`config.mk`:
```
export PLATFORM = sky130hd
export DESIGN_NAME = dual_bank_intc
export DESIGN_NICKNAME = d
export VERILOG_FILES = /design/src/rtl/intc_pkg.sv /design/src/rtl/intc_line_sync.sv /design/src/rtl/intc_bank.sv /design/src/rtl/dual_bank_intc.sv
export SDC_FILE = /design/constraint.sdc
export NUM_CORES = 1
export LEC_CHECK = 0
export ABC_AREA = 1
export BUFFER_PORTS_ARGS = -buffer_cell sky130_fd_sc_hd__buf_2
export CAP_MARGIN = 20
export CORE_ASPECT_RATIO = 1.1
export CORE_UTILIZATION = 55
export DETAILED_ROUTE_END_ITERATION = 12
export PLACE_DENSITY = 0.75
export SYNTH_ARGS = -nofsm -noshare
export SYNTH_HDL_FRONTEND = slang
export SYNTH_SLANG_ARGS = --single-unit
```
`constraint.sdc`:
```
create_clock -name clk -period 1.4 [get_ports clk]
set_clock_uncertainty 0.15 [all_clocks]
set_input_delay 0.14 -clock clk [delete_from_list [all_inputs] [get_ports clk]]
set_output_delay 0.14 -clock clk [all_outputs]
set_load 0.03 [all_outputs]
```
`src/rtl/intc_pkg.sv`:
```
package intc_pkg;
   localparam int ADDR_W = 6;
   typedef enum logic [2:0] {
      RG_RAW   = 3'd0,
      RG_MASK  = 3'd1,
      RG_CLEAR = 3'd2,
      RG_MODE  = 3'd3,
      RG_POL   = 3'd4,
      RG_STAT  = 3'd5
   } intc_reg_e;
   localparam int N_BANKS = 2;
endpackage

```
`src/rtl/intc_line_sync.sv`:
```
module intc_line_sync #(
   parameter int WIDTH  = 32,
   parameter int STAGES = 2
) (
   input  logic             clk,
   input  logic             rst_n,
   input  logic [WIDTH-1:0] async_i,
   output logic [WIDTH-1:0] sync_o
);
   logic [STAGES-1:0][WIDTH-1:0] stage_q;

   for (genvar s = 0; s < STAGES; s++) begin : g_stage
      if (s == 0) begin : g_first
         always_ff @(posedge clk or negedge rst_n) begin
            if (!rst_n) stage_q[s] <= '0;
            else        stage_q[s] <= async_i;
         end
      end else begin : g_next
         always_ff @(posedge clk or negedge rst_n) begin
            if (!rst_n) stage_q[s] <= '0;
            else        stage_q[s] <= stage_q[s-1];
         end
      end
   end

   assign sync_o = stage_q[STAGES-1];
endmodule

```
`src/rtl/intc_bank.sv`:
```
module intc_bank
   import intc_pkg::*;
#(
   parameter int NLINES = 32
) (
   input  logic              clk,
   input  logic              rst_n,
   input  logic [NLINES-1:0] sync_i,
   input  logic              wr_i,
   input  intc_reg_e         sel_i,
   input  logic [NLINES-1:0] wdata_i,
   output logic [NLINES-1:0] rdata_o,
   output logic [NLINES-1:0] stat_o,
   output logic [NLINES-1:0] pend_o,
   output logic [NLINES-1:0] mask_o,
   output logic [NLINES-1:0] mode_o,
   output logic              int_o
);
   logic [NLINES-1:0] mask_q, mode_q, pol_q, prev_q, latch_q;
   logic [NLINES-1:0] active, rise, clr_bits, latch_d, pend;
   logic              int_q;

   assign active   = sync_i ^ pol_q;
   assign rise     = active & ~prev_q;
   assign clr_bits = (wr_i && sel_i == RG_CLEAR) ? wdata_i : '0;
   assign latch_d  = mode_q & (rise | (latch_q & ~clr_bits));
   assign pend     = (mode_q & latch_q) | (~mode_q & active);

   always_ff @(posedge clk or negedge rst_n) begin
      if (!rst_n) begin
         mask_q  <= '0;
         mode_q  <= '0;
         pol_q   <= '0;
         prev_q  <= '0;
         latch_q <= '0;
         int_q   <= 1'b0;
      end else begin
         prev_q  <= active;
         latch_q <= latch_d;
         int_q   <= |(pend & mask_q);
         if (wr_i) begin
            case (sel_i)
               RG_MASK: mask_q <= wdata_i;
               RG_MODE: mode_q <= wdata_i;
               RG_POL:  pol_q  <= wdata_i;
               default: ;
            endcase
         end
      end
   end

   always_comb begin
      case (sel_i)
         RG_RAW:  rdata_o = pend;
         RG_MASK: rdata_o = mask_q;
         RG_MODE: rdata_o = mode_q;
         RG_POL:  rdata_o = pol_q;
         RG_STAT: rdata_o = pend & mask_q;
         default: rdata_o = '0;
      endcase
   end

   assign stat_o = pend & mask_q;
   assign pend_o = pend;
   assign mask_o = mask_q;
   assign mode_o = mode_q;
   assign int_o  = int_q;
endmodule

```
`src/rtl/dual_bank_intc.sv`:
```
module dual_bank_intc
   import intc_pkg::*;
#(
   parameter int NLINES      = 32,
   parameter int DW          = 32,
   parameter int SYNC_STAGES = 2
) (
   input  logic                clk,
   input  logic                rst_n,
   input  logic                bus_wr,
   input  logic [ADDR_W-1:0]   bus_addr,
   input  logic [DW-1:0]       bus_wdata,
   output logic [DW-1:0]       bus_rdata,
   input  logic [NLINES-1:0]   line_in,
   output logic                irq_o,
   output logic                fiq_o
);
   if (NLINES < 1 || NLINES > DW) begin : g_bad_lines
      $error("NLINES must lie in 1..DW");
   end
   if (SYNC_STAGES < 2) begin : g_bad_sync
      $error("SYNC_STAGES must be at least 2");
   end

   logic [NLINES-1:0]                 line_sync;
   logic [N_BANKS-1:0][NLINES-1:0]    bank_rd, bank_stat, bank_pend, bank_mask, bank_mode;
   logic [N_BANKS-1:0]                bank_int;
   logic                              aligned;
   intc_reg_e                         reg_sel;
   logic [NLINES-1:0]                 rd_sel;

   assign aligned = (bus_addr[1:0] == 2'b00);
   assign reg_sel = intc_reg_e'(bus_addr[4:2]);

   intc_line_sync #(.WIDTH(NLINES), .STAGES(SYNC_STAGES)) u_sync (
      .clk     (clk),
      .rst_n   (rst_n),
      .async_i (line_in),
      .sync_o  (line_sync)
   );

   for (genvar b = 0; b < N_BANKS; b++) begin : g_bank
      intc_bank #(.NLINES(NLINES)) u_bank (
         .clk     (clk),
         .rst_n   (rst_n),
         .sync_i  (line_sync),
         .wr_i    (bus_wr && aligned && (bus_addr[5] == 1'(b))),
         .sel_i   (reg_sel),
         .wdata_i (bus_wdata[NLINES-1:0]),
         .rdata_o (bank_rd[b]),
         .stat_o  (bank_stat[b]),
         .pend_o  (bank_pend[b]),
         .mask_o  (bank_mask[b]),
         .mode_o  (bank_mode[b]),
         .int_o   (bank_int[b])
      );
   end

   assign rd_sel = aligned ? bank_rd[bus_addr[5]] : '0;

   if (NLINES == DW) begin : g_full
      assign bus_rdata = rd_sel;
   end else begin : g_pad
      assign bus_rdata = {{(DW-NLINES){1'b0}}, rd_sel};
   end

   assign irq_o = bank_int[0];
   assign fiq_o = bank_int[1];
endmodule

```
==> results.md, run 1 <==
| Result | This run | Unit |
|---|---|---|
| Type of element capturing the critical path | flip-flop | - |
| Run status | complete, but fails checks | - |
| Leakage power of the design | 0.0128 | µW |
| Post-Syn Area | 18600 | µm² |
| Final Max Tran Viols | 0 | - |
| Synth top area share | 0.520 | - |
| Launch point of the worst path | u_sync.sync_o[24] | - |
| Data required time of the worst path | 1.67 | ns |
| Maximum achievable frequency | 420 | MHz |
| Cell repeated most along the worst path | sky130_fd_sc_hd__buf_4 | - |
| Top area cells in the synthesized netlist | sky130_fd_sc_hd__dfrtp_1 52%, sky130_fd_sc_hd__nand2_1 12%, sky130_fd_sc_hd__nand3_1 6.7%, sky130_fd_sc_hd__o21ai_0 6.3%, sky130_fd_sc_hd__nor2_1 5.8% | - |
| Headroom to the max-slew limit | 0.571 | - |
| Depth of the worst hold-timing path | 2 | - |
| Vias per inst | 6.07 | - |
| Switching share of total power | 0.338 | - |
| Post-route met1 wirelength | 24700 | µm |
| Final Worst Setup Slack | -0.982 | ns |
| Transition at the pin with the smallest max-transition slack | 0.641 | ns |
| Internal power contribution | 25900 | µW |
| Number of fill cells in the layout | 1707 | - |
| Number of global-route vias before repair | 20100 | - |
| Area of the die | 34500 | µm² |
| Total nets after synthesis | 2488 | - |
| Startpoint of the most critical register-to-register path | u_sync.sync_o[24] | - |
| Clk Tree Root Cell | sky130_fd_sc_hd__clkbuf_16 | - |
| CTS tree | yes | - |
| Met3 wirelength from detailed routing | 8490 | µm |
| Routed length on met2 | 32500 | µm |
| Initial Util | 0.559 | - |
| GR Util All Layers | 0.367 | - |
| Final setup viols | 41 | - |
| Origin of the worst min-delay path | line_in[21] | - |
| Global-route wire length before repair | 99500 | µm |
| Final Critical Period | 2.38 | ns |
| Worst-path maximum fanout | 3 | - |
| Clock latency on the worst-skew pair | 0.56 | ns |
| Number of distinct library cell variants in the gate-level netlist after synthesis | 24 | - |
| Yosys warnings | 0 | - |
| Routed Wire Length | 71200 | µm |
| Horiz. Die Dim | 177 | µm |
| Count of input and output buffers | 106 | - |
| Area grow syn2layout | 47.0 | % |
| Boundary pin count | 107 | - |
| Number of levels the H-tree was split into | 2 | - |
| Biggest area consumer among synthesized cells | sky130_fd_sc_hd__dfrtp_1 | - |
| Worst hold slack after final layout | 0.0688 | ns |
| HP Class | in2reg | - |
| Largest net degree at the start of global routing | 75 | - |
| Slowest stage cell, crit path | sky130_fd_sc_hd__dfrtp_1 | - |
| Sequential fraction of the synthesis area | 0.520 | - |
| Gate power share | 0.337 | - |
| Number of clock buffers inserted by TritonCTS | 41 | - |
| Highest metal layer with signal wires | met5 | - |
| CTS clock-pin slew for the worst setup and hold paths | 0.06 | ns |
| RSZ-0062 raised after global routing | yes | - |
| Initial antenna violation count | 1 | - |
| Peak per-stage delay on the critical path | 0.48 | ns |
| Number of remaining DRC errors | 0 | - |
| Share of power burned in registers | 0.380 | - |
| Clock Power Share | 0.283 | - |
| Sum Neg Setup Slack | -25.15 | ns |
| Hold Violations, Final | 0 | - |
| Post-synthesis cell count | 2415 | - |
| Flop and latch count out of synthesis | 386 | - |
| Net switching component of the power | 13200 | µW |
| Failing checks | setup timing | - |
| Period utilization | 1.70 | - |
| Floorplan core area | 33300 | µm² |
| Peak supply drop | 1.15 | mV |
| Final weighted congestion in routability-driven placement | 0.906 | - |
| PD cells | 1430 | nW/µm² |
| Cells on worst reg2reg path | 14 | - |
| Fraction of final layout cells sized beyond drive strength 1 | 0.415 | - |
| Row count | 70 | - |
| Vertical die dimension | 195 | µm |
| Detailed-router iteration count before antenna repair | 8 | - |
| Critical Path, Cell by Cell | inv_2 > nand2_4 > nand3_4 > buf_4 > buf_4 > buf_4 > buf_4 > buf_4 > nand3_1 > nand2_1 > nor2_4 > nand2_2 > nor2_4 > nand2_2 | - |
| Crit path arrival time | 2.65 | ns |
| Max cap viols | 0 | - |
| Number of nets with antenna violations after detailed routing | 0 | - |
| Worst setup path class | reg2reg | - |
| Violation count after the first detailed-routing iteration | 2397 | - |
| Final net count | 3004 | - |
| Maximum buffer depth of the clock tree | 3 | - |
| Kind of start point of the critical path | flip-flop | - |
| Synthesized area per cell | 7.70 | µm² |
| Final HPWL DP | 36000 | µm |
| Num Clock Sinks | 386 | - |
| Remaining Overflow, GRT | 0 | - |
| Routed len/inst | 21.0 | µm |
| Total via count after detailed routing | 20600 | - |
[synth_stat cells, drive strengths merged]
cell and n:
nor3 24, o21ai 251, and2 32, buf 79, clkbuf 37, or2 64
nand3 252, o31ai 1, xnor2 1, nand3b 6, nand2 579, dfrtp 386
nor2 293, o22ai 22, inv 263, a21oi 125
[metal layers]
layer / GRT usage / up-vias
li1: - / 8708
met1: 0.447 / 9699
met2: 0.600 / 1609
met3: 0.0751 / 574
met4: 0.215 / 2
met5: 0 / -
[cell families (layout without fill, tap and decap cells)]
family                    count (synthesis)  after routing  synth area share
DFF                                     386            386             0.520
xor gates and xnor gates                  1              1          0.000471
AOI/OAI and AO/OA                       399            399             0.109
other                                     0              1                 0
and+or+nand+nor                        1250           1250             0.289
buffers and inverters                   379            924            0.0824
[stage by stage]
step	util	power, µW	cell area (µm²)	cells	setup WS, ns
floorplan	-	19700	18900	2415	-0.0584
detailed placement	0.673	23600	22400	3150	-0.478
global placement	0.673	23200	22400	3150	-0.465
global route	0.821	40600	27300	3392	-0.976
CTS	0.799	37000	26600	3377	-0.723
finish	0.821	39200	27300	3393	-0.982
[power by group through the flow]
stage | clock, µW | combinational, µW | sequential (µW)
floorplan | 0 | 5430 | 14300
global placement | 0 | 8680 | 14500
detailed placement | 0 | 9000 | 14600
CTS | 11000 | 11400 | 14600
global route | 11500 | 14000 | 15000
finish | 11100 | 13200 | 14900
[cell type report]
class | instances | area [µm²] | area share
Clock buffer | 59 | 1220 | 0.0445
Sequential cell | 386 | 9670 | 0.354
Tap cell | 432 | 541 | 0.0198
Multi-Input combinational cell | 1650 | 9540 | 0.349
Antenna cell | 1 | 2.50 | 0.0000915
Clock inverter | 13 | 123 | 0.00448
Inverter | 263 | 993 | 0.0363
Timing Repair Buffer | 589 | 5260 | 0.192
[cells in the final DEF, fill, tap and decap left out, types with 55 or more instances in the layout]
cell,n
sky130_fd_sc_hd__nor2_1,200
sky130_fd_sc_hd__nand3_1,95
sky130_fd_sc_hd__inv_1,154
sky130_fd_sc_hd__a21oi_1,106
sky130_fd_sc_hd__inv_2,107
sky130_fd_sc_hd__nand3_2,146
sky130_fd_sc_hd__buf_2,71
sky130_fd_sc_hd__nand2_2,123
sky130_fd_sc_hd__o21ai_0,224
sky130_fd_sc_hd__buf_6,55
sky130_fd_sc_hd__dfrtp_1,381
sky130_fd_sc_hd__dlygate4sd3_1,66
sky130_fd_sc_hd__nand2_1,438
sky130_fd_sc_hd__buf_4,345
[critical path, delay by kind of cell (launching register included)]
kind          cells  cell delay, ns
buf+inv           6            0.77
flops             1            0.48
simple gates      8            0.84
[state kept, by name (all words and copies together), names as in the netlist]
signal / count
g_bank.u_bank.latch_q: 64
g_bank.u_bank.mask_o: 64
g_bank.u_bank.mode_o: 64
g_bank.u_bank.pol_q: 64
g_bank.u_bank.prev_q: 64
u_sync.stage_q: 32
u_sync.sync_o: 32
g_bank.u_bank.int_o: 2
[path summary, 6_finish.rpt]
check                                              end  slack [ns]
hold / removal                      u_sync.stage_q[21]        0.07
min in group asynchronous    g_bank[1].u_bank.pol_q[2]        0.10
max in group asynchronous  g_bank[0].u_bank.latch_q[2]        0.02
hold reg to reg                       u_sync.sync_o[5]        0.20
setup / recovery                g_bank[0].u_bank.int_o       -0.98
setup reg to reg                g_bank[0].u_bank.int_o       -0.98
[what timing repair did]
| item | 4_1_cts | 5_1_grt |
|---|---|---|
| pin swaps | 151 | 158 |
| gates resized for setup | 507 | 225 |
| hold buffers | 66 | 1 |
| setup buffers | 89 | 45 |
| endpoints found under the hold margin | 674 | 9 |
| endpoints found under the setup margin | 35 | 58 |
Note: power is estimated with default switching activity, not from simulation.
==> run 2: changes to the inputs <==
Settings changed: GPL_TIMING_DRIVEN set to 0.
==> run 2 against run 1 <==
Worst setup slack better by 0.072 ns. Fmax up 3.1%. Total power down 5.5%. Combinational power down 17%. Largest power group unchanged. Cell count down 5.8%. Sequential cell count unchanged. Utilization down 6.3 points. Routed wire length down 2.8%. The flow finishes with violations (hold timing, setup timing). Register-to-register slack better by 0.31 ns.
==> results.md, run 2 (synthesis results as in run 1) <==
| Result | This run | Unit |
|---|---|---|
| Capture point of the worst path | bus_rdata[30] | - |
| Total via count after detailed routing | 19300 | - |
| Non-Filler Instances | 3197 | - |
| Routed Wire Length | 69100 | µm |
| Clock latency on the worst-skew pair | 0.56 | ns |
| PD cells | 1470 | nW/µm² |
| Crit path arrival time | 2.02 | ns |
| Period utilization | 1.65 | - |
| Peak per-stage delay on the critical path | 0.38 | ns |
| Detailed-router iteration count before antenna repair | 7 | - |
| Largest net degree at the start of global routing | 111 | - |
| Worst flop-to-flop path endpoint | g_bank[0].u_bank.int_o | - |
| Placed cell count | 2923 | - |
| Number of remaining DRC errors | 0 | - |
| Slowest stage cell, crit path | sky130_fd_sc_hd__dfrtp_1 | - |
| Peak supply drop | 1.28 | mV |
| Num Clock Sinks | 386 | - |
| Floorplan core area | 33300 | µm² |
| CTS clock-pin slew for the worst setup and hold paths | 0.06 | ns |
| Post-route met1 wirelength | 24700 | µm |
| Initial antenna violation count | 0 | - |
| Final HPWL DP | 39200 | µm |
| Max cap viols | 0 | - |
| Cells on worst reg2reg path | 15 | - |
| Top library cells by usage in the layout, fill and taps aside | 433 x sky130_fd_sc_hd__nand2_1, 374 x sky130_fd_sc_hd__dfrtp_1, 231 x sky130_fd_sc_hd__o21ai_0, 206 x sky130_fd_sc_hd__nor2_1, 144 x sky130_fd_sc_hd__inv_1 | - |
| Final Worst Setup Slack | -0.910 | ns |
| Row count | 70 | - |
| Met3 wirelength from detailed routing | 7760 | µm |
| Final weighted congestion in routability-driven placement | 0.930 | - |
| Clk Tree Root Cell | sky130_fd_sc_hd__clkbuf_16 | - |
| Area of the die | 34500 | µm² |
| Kind of start point of the critical path | flip-flop | - |
| Number of levels the H-tree was split into | 2 | - |
| Number of clock buffers inserted by TritonCTS | 41 | - |
| Number of global-route vias before repair | 18700 | - |
| Global-route wire length before repair | 102000 | µm |
| Transition at the pin with the smallest max-transition slack | 0.673 | ns |
| Boundary pin count | 107 | - |
| Final Critical Period | 2.31 | ns |
| Highest metal layer with signal wires | met4 | - |
| CTS tree | yes | - |
| Critical Path, Cell by Cell | inv_2 > buf_4 > o21ai_0 > nor3_2 > nand3_2 > nand2_2 > nor2_4 > buf_6 | - |
| HP Class | in2async | - |
| Failing checks | hold timing, setup timing | - |
| Run status | complete, but fails checks | - |
| Data required time of the worst path | 1.11 | ns |
| Flip-flop and latch area | 9670 | µm² |
| Headroom to the max-slew limit | 0.551 | - |
| Worst setup path class | reg2out | - |
| Fraction of final layout cells sized beyond drive strength 1 | 0.376 | - |
| Count of input and output buffers | 73 | - |
| Number of fill cells in the layout | 2226 | - |
| Worst-path maximum fanout | 3 | - |
| FF-to-FF setup slack | -0.67 | ns |
| Violation count after the first detailed-routing iteration | 2383 | - |
| Final setup viols | 40 | - |
| Final net count | 2807 | - |
| Vias per inst | 6.03 | - |
| Hold Violations, Final | 308 | - |
| Maximum buffer depth of the clock tree | 3 | - |
| Leakage power of the design | 0.0117 | µW |
| Horiz. Die Dim | 177 | µm |
| Number of nets with antenna violations after detailed routing | 0 | - |
| Launch point of the worst path | g_bank[0].u_bank.mode_o[30] | - |
| Post-placement setup slack | -1.14 | ns |
| Vertical die dimension | 195 | µm |
| Remaining Overflow, GRT | 0 | - |
| GR Util All Layers | 0.389 | - |
| RSZ-0062 raised after global routing | yes | - |
| Worst hold slack after final layout | -0.615 | ns |
| Area grow syn2layout | 35.8 | % |
| Routed len/inst | 21.6 | µm |
| Sum Neg Setup Slack | -26.64 | ns |
| Placement-stage cell area | 19900 | µm² |
| Maximum achievable frequency | 433 | MHz |
| Most common library cell in the layout ignoring fill and taps | sky130_fd_sc_hd__nand2_1 | - |
| Type of element capturing the critical path | output pin | - |
| CTS hold repair buffers | 64 | - |
| Post-route standard cell area excluding fillers | 25300 | µm² |
| Final Max Tran Viols | 0 | - |
| Startpoint of the most critical register-to-register path | g_bank[0].u_bank.mode_o[30] | - |
| Routed length on met2 | 30900 | µm |
| Initial Util | 0.559 | - |
| Area of the multi-input gates | 9430 | µm² |
## run 2: timing repair
action,CTS,global route
pin swaps,147,141
hold endpoints to repair,385,97
gates resized for setup,518,277
setup endpoints to repair,233,214
setup buffers,112,54
## run 2: power by group
part,leakage [µW],total (µW),switching (µW),internal (µW)
logic,0.00673,10900,6220,4700
registers,0.00431,14800,1410,13400
clock network,0.000693,11300,4570,6740
## run 2: final cells by class
| class | instances | share of cell area |
|---|---|---|
| inverters | 263 | 0.0396 |
| flip-flops and latches | 386 | 0.383 |
| multi-input cells | 1650 | 0.373 |
| repair buffers | 276 | 0.0984 |
| clock inverters | 11 | 0.00530 |
| well taps | 432 | 0.0214 |
| plain buffers | 116 | 0.0290 |
| clock buffers | 62 | 0.0498 |
| diodes | 1 | 0.0000991 |
## run 2: worst min-delay path by stage
stage / cells after the start / startpoint / end
floorplan: 0 / rst_n / g_bank[0].u_bank.int_o
global placement: 1 / line_in[13] / u_sync.stage_q[13]
detailed placement: 1 / rst_n / u_sync.sync_o[4]
CTS: 1 / rst_n / u_sync.stage_q[1]
global route: 1 / rst_n / u_sync.sync_o[4]
finish: 1 / rst_n / u_sync.sync_o[5]
## run 2: metrics by stage
step | total power, µW | utilization
CTS | 35400 | 0.725
detailed placement | 21800 | 0.599
global route | 38500 | 0.759
floorplan | 19700 | -
global placement | 21500 | 0.596
finish | 37000 | 0.759
## run 2: critical path: cells and delay by family (launching register included)
kind                   cells  cell delay (ns)
flip-flops                 1             0.38
AND/OR/NAND/NOR            4             0.61
AO/OA/AOI/OAI              1             0.13
buffers and inverters      3             0.34
## run 2: layer usage
| metal | vias up | track usage |
|---|---|---|
| met3 | 447 | 0.0884 |
| li1 | 8304 | - |
| met5 | - | 0 |
| met2 | 1407 | 0.600 |
| met1 | 9123 | 0.488 |
| met4 | 0 | 0.264 |
